[config.mk]
export PLATFORM = sky130hd
export DESIGN_NAME = twophase_clkgen
export DESIGN_NICKNAME = d
export VERILOG_FILES = /design/src/rtl/twophase_pkg.sv /design/src/rtl/tp_slot_counter.sv /design/src/rtl/tp_phase_decode.sv /design/src/rtl/twophase_clkgen.sv
export SDC_FILE = /design/constraint.sdc
export NUM_CORES = 1
export LEC_CHECK = 0
export BUFFER_PORTS_ARGS = -buffer_cell sky130_fd_sc_hd__buf_2
export CORE_MARGIN = 2
export CORE_UTILIZATION = 26
export DETAILED_ROUTE_END_ITERATION = 7
export PLACE_DENSITY = 0.44
export SYNTH_ARGS = -nofsm -noshare
export SYNTH_HDL_FRONTEND = slang
export SYNTH_SLANG_ARGS = --single-unit
[constraint.sdc]
create_clock -name osc_clk -period 4.25 [get_ports osc_clk]
set_input_delay 0.6375 -clock osc_clk [delete_from_list [all_inputs] [get_ports osc_clk]]
set_output_delay 0.6375 -clock osc_clk [all_outputs]
set_load 0.05 [all_outputs]
[src/rtl/twophase_pkg.sv]
package twophase_pkg;
    typedef enum logic [1:0] {
        RG_PH1  = 2'd0,
        RG_PH2  = 2'd1,
        RG_DEAD = 2'd2
    } region_e;
endpackage

[src/rtl/tp_slot_counter.sv]
module tp_slot_counter
    import twophase_pkg::*;
#(
    parameter int SLOTS  = 9,
    parameter int P1_LEN = 2,
    parameter int P2_LEN = 5,
    parameter int CW     = $clog2(SLOTS)
) (
    input  logic          clk,
    input  logic          rst,
    output logic [CW-1:0] cnt_q,
    output logic [CW-1:0] cnt_d,
    output region_e       region_d
);
    localparam logic [CW-1:0] LAST_C   = CW'(SLOTS - 1);
    localparam logic [CW-1:0] P1_END_C = CW'(P1_LEN - 1);
    localparam logic [CW-1:0] P2_END_C = CW'(P1_LEN + P2_LEN - 1);
    localparam logic [CW-1:0] RST_C    = CW'(P1_LEN + P2_LEN);

    region_e region_q;

    // state register
    always_ff @(posedge clk or posedge rst) begin
        if (rst) begin
            cnt_q    <= RST_C;
            region_q <= RG_DEAD;
        end else begin
            cnt_q    <= cnt_d;
            region_q <= region_d;
        end
    end

    // next slot and region
    always_comb begin
        cnt_d    = (cnt_q == LAST_C) ? '0 : cnt_q + 1'b1;
        region_d = region_q;
        unique case (region_q)
            RG_PH1:  if (cnt_q == P1_END_C) region_d = RG_PH2;
            RG_PH2:  if (cnt_q == P2_END_C) region_d = RG_DEAD;
            RG_DEAD: if (cnt_q == LAST_C)   region_d = RG_PH1;
            default: region_d = RG_DEAD;
        endcase
    end
endmodule

[src/rtl/tp_phase_decode.sv]
module tp_phase_decode
    import twophase_pkg::*;
#(
    parameter int SLOTS  = 9,
    parameter int P1_LEN = 2,
    parameter int P2_LEN = 5,
    parameter int CW     = $clog2(SLOTS)
) (
    input  logic          clk,
    input  logic          rst,
    input  logic [CW-1:0] cnt_d,
    input  region_e       region_d,
    output logic          ph1_q,
    output logic          ph2_q,
    output logic          ph2_lvl_q,
    output logic          ph1_lead_q,
    output logic          ph2_lead_q,
    output logic          dead_lead_q
);
    localparam logic [CW-1:0] LAST_C   = CW'(SLOTS - 1);
    localparam logic [CW-1:0] P1_END_C = CW'(P1_LEN - 1);
    localparam logic [CW-1:0] P2_END_C = CW'(P1_LEN + P2_LEN - 1);

    // outputs registered from the next state, so they line up with the slot
    always_ff @(posedge clk or posedge rst) begin
        if (rst) begin
            ph1_q       <= 1'b0;
            ph2_q       <= 1'b0;
            ph2_lvl_q   <= 1'b0;
            ph1_lead_q  <= 1'b0;
            ph2_lead_q  <= 1'b0;
            dead_lead_q <= 1'b0;
        end else begin
            ph1_q       <= (region_d == RG_PH1);
            ph2_q       <= (region_d == RG_PH2);
            ph2_lvl_q   <= (region_d == RG_PH2);
            ph1_lead_q  <= (cnt_d == LAST_C);
            ph2_lead_q  <= (cnt_d == P1_END_C);
            dead_lead_q <= (cnt_d == P2_END_C);
        end
    end
endmodule

[src/rtl/twophase_clkgen.sv]
module twophase_clkgen
    import twophase_pkg::*;
#(
    parameter int SLOTS  = 9,
    parameter int P1_LEN = 2,
    parameter int P2_LEN = 5,
    parameter int CW     = $clog2(SLOTS)
) (
    input  logic          osc_clk,
    input  logic          por_rst,
    output logic          ph1_o,
    output logic          ph2_o,
    output logic          ph2_lvl_o,
    output logic          osc_out_o,
    output logic [CW-1:0] slot_o,
    output logic          ph1_lead_o,
    output logic          ph2_lead_o,
    output logic          dead_lead_o
);
    logic [CW-1:0] cnt_d;
    region_e       region_d;

    tp_slot_counter #(
        .SLOTS(SLOTS), .P1_LEN(P1_LEN), .P2_LEN(P2_LEN), .CW(CW)
    ) cnt_i (
        .clk      (osc_clk),
        .rst      (por_rst),
        .cnt_q    (slot_o),
        .cnt_d    (cnt_d),
        .region_d (region_d)
    );

    tp_phase_decode #(
        .SLOTS(SLOTS), .P1_LEN(P1_LEN), .P2_LEN(P2_LEN), .CW(CW)
    ) dec_i (
        .clk         (osc_clk),
        .rst         (por_rst),
        .cnt_d       (cnt_d),
        .region_d    (region_d),
        .ph1_q       (ph1_o),
        .ph2_q       (ph2_o),
        .ph2_lvl_q   (ph2_lvl_o),
        .ph1_lead_q  (ph1_lead_o),
        .ph2_lead_q  (ph2_lead_o),
        .dead_lead_q (dead_lead_o)
    );

    assign osc_out_o = osc_clk;
endmodule

==> results.md <==
* DRT Wirelength at ~1200 um
* Final setup vio count at 0
* Setup bufs post-CTS at 0
* Worst slew pin tran at around 0.44 ns
* Syn Inst Count at 58
* Synth Flop Type: dfrtp_1
* Area of the multi-input gates at about 270 um^2
* Status: finished clean
* DRC Markers at 0
* Area fraction of the dominant cell type after synthesis at 0.287
* Multiplexer share of the synthesized area at 0.0164
* Die Height at 52.4 um
* Initial antenna violation count at 0
* Avg Vias per Cell at around 4.5
* WL/cell at about 12 um
* Netlist Area Pre-Place at 609 um^2
* Hold-fix buffers, CTS at 0
* Critical path data required time at approximately 3.6 ns
* Power after layout at 262 uW
* # fillers at ~240
* Core ar. at between 2000 and 2500 um^2
* Pin count of the biggest net entering global routing at 14
* Inst Count DP at 94
* Diode count at 0
* Clock Latency Late Sink at between 0.3 and 0.4 ns
* Final hold violation count at 0
* Largest family of logic cells by synthesized area: simple AND/OR/NAND/NOR gates
* Routed Antenna Nets at 0
* GP Congestion at between 0.6 and 0.7
* Hold Crit Class: primary input to asynchronous set/reset pin
* 1st-iter DRT viols at 6
* Sum Neg Setup Slack at 0 ns
* Grt ovf at 0
* CTS resizes at 0
* Vias in the first global route at 420
* Initial Utilization at 0.275
* Max-cap violations at 0
* #FFs+latches synth at 11
* Dpl ws at 1.30 ns
* Die Area at between 2000 and 3000 um^2
* Vias at 459
* Mapped Nets at 64
* Total GRT Usage at 0.108
* Lkg Pwr at ~0.34 nW
* Main area contributors after synthesis: dfrtp_1, dfstp_2, ha_1, a21oi_1, and2b_1
* Critical-path maximum fanout at 2
* Rows at 17
* Nets at 80
* DR pass1 iterations at 4
* Crit. End Element: primary output
* Async SR Flop Fraction at 1.00
* First-pass GRT wire length at a little under 2000 um
* Port bufs at 12
* Largest area contributor in the netlist: dfrtp_1
* Top cells by instance count after synthesis: a21oi_1, dfrtp_1, inv_1
* Seq/Total Area, Yosys at 0.460
* Critical path data arrival time at around 2.6 ns
* Crit start category: clock port
* Skew final at about 0.006 ns
* Peak supply drop at 0.000287 V
* Crit Path Category: clock port to primary output
* Die X-Extent at 52.4 um
* Final max-slew violation count at 0
* Post-Synth Adder-Cell Area at 0.0821
* Post-synthesis simple-gate area fraction at 0.177
* Area grow syn2layout at 18.1%
* Netlist cell types at 25
* Synth Warn # at 0
* CTS clk-pin slew, worst paths at approximately 0.070 ns
* Unrepaired setup endpoints after global routing: false
* Final cell count without fillers at 101
* Relative slew margins at 0.708
* Xor and xnor area share after synthesis at 0
* Post-route setup slack at between 1 and 1.5 ns
* Number of flops mapped to enable cells by yosys at 0
* Share of cells above drive strength 1 at 0.370
* Pwr/cell area at about 360 nW/um^2
* Synth Area in Compound Gates at 0.172
* I/O pin cnt at 13
* CTS tree: done
* Syn avg cell area at about 11 um^2
* Storage cell area at between 200 and 300 um^2
-- state kept, by name, indices dropped and copies added, names as in the netlist --
| register | cells |
|---|---|
| dec_i.dead_lead_q | 1 |
| dec_i.ph2_q | 1 |
| dec_i.ph1_lead_q | 1 |
| dec_i.ph2_lead_q | 1 |
| cnt_i.region_q | 2 |
| cnt_i.cnt_q | 4 |
| dec_i.ph1_q | 1 |
-- metal layers --
layer	GRT usage	part of all wire	wire, um
met1	0.138	0.46	537
met2	0.133	0.48	556
met3	0.0257	0.045	53
met4	0.124	0.019	22
met5	0	0	0
-- logic make-up after synthesis --
kind of cell | count (synthesis)
mux | 1
simple gates | 16
fa+ha+maj | 4
flops | 11
buf+inv | 10
compound gates | 16
-- final timing paths --
kind	slack, ns	cells past startpoint	end	from
worst min-delay path	0.25	2	dec_i.ph1_lead_q$_DFF_PP0_	por_rst
max in group asynchronous	3.66	2	cnt_i.cnt_q[0]$_DFF_PP1_	por_rst
worst max-delay path	1.06	3	osc_out_o	osc_clk
worst max register to register	2.69	5	dec_i.ph1_q$_DFF_PP0_	cnt_i.cnt_q[0]$_DFF_PP1_
worst min register to register	0.49	1	dec_i.ph1_q$_DFF_PP0_	cnt_i.region_q[0]$_DFF_PP0_
min in group osc_clk	0.49	1	dec_i.ph1_q$_DFF_PP0_	cnt_i.region_q[0]$_DFF_PP0_
-- power breakdown --
| part | switching (mW) | internal, mW |
|---|---|---|
| Clock | 0.0805 | 0.0739 |
| Combinational | 0.00212 | 0.000378 |
| Sequential | 0 | 0.105 |
| Total | 0.0827 | 0.179 |
-- final cells by class --
class,count,area share
Timing Repair Buffer,11,0.0765
Inverter,6,0.0313
Multi-Input combinational cell,37,0.379
Clock buffer,8,0.0748
Tap cell,28,0.0487
Sequential cell,11,0.390
-- worst max-delay path, cell delays in order --
cell and delay (ns):
clkbuf_4 0.11, clkbuf_4 0.12, buf_2 0.20
-- metrics by stage --
| step | instance area, um^2 | hold slack (ns) | utilization |
|---|---|---|---|
| 3_3_place_gp | 671 | 0.485 | 0.303 |
| 3_5_place_dp | 671 | 0.481 | 0.303 |
| 4_1_cts | 719 | 0.259 | 0.325 |
| 2_1_floorplan | 609 | 0.438 | - |
| 5_1_grt | 719 | 0.272 | 0.325 |
| 6_report | 719 | 0.247 | 0.325 |
-- layout by cell type (no fill, tap or decap), types with 2 or more instances in the layout --
cell type  synthesis  layout
buf_2              0      12
a21oi_1            7       7
inv_1              6       6
nor2_1             2       2
dfrtp_1            7       7
dfstp_2            4       4
clkbuf_4           0       6
and2b_4            2       2
nand2_1            3       3
ha_1               4       4
o21ai_0            3       3
and2b_1            3       3
(Power assumes the default switching activity.)
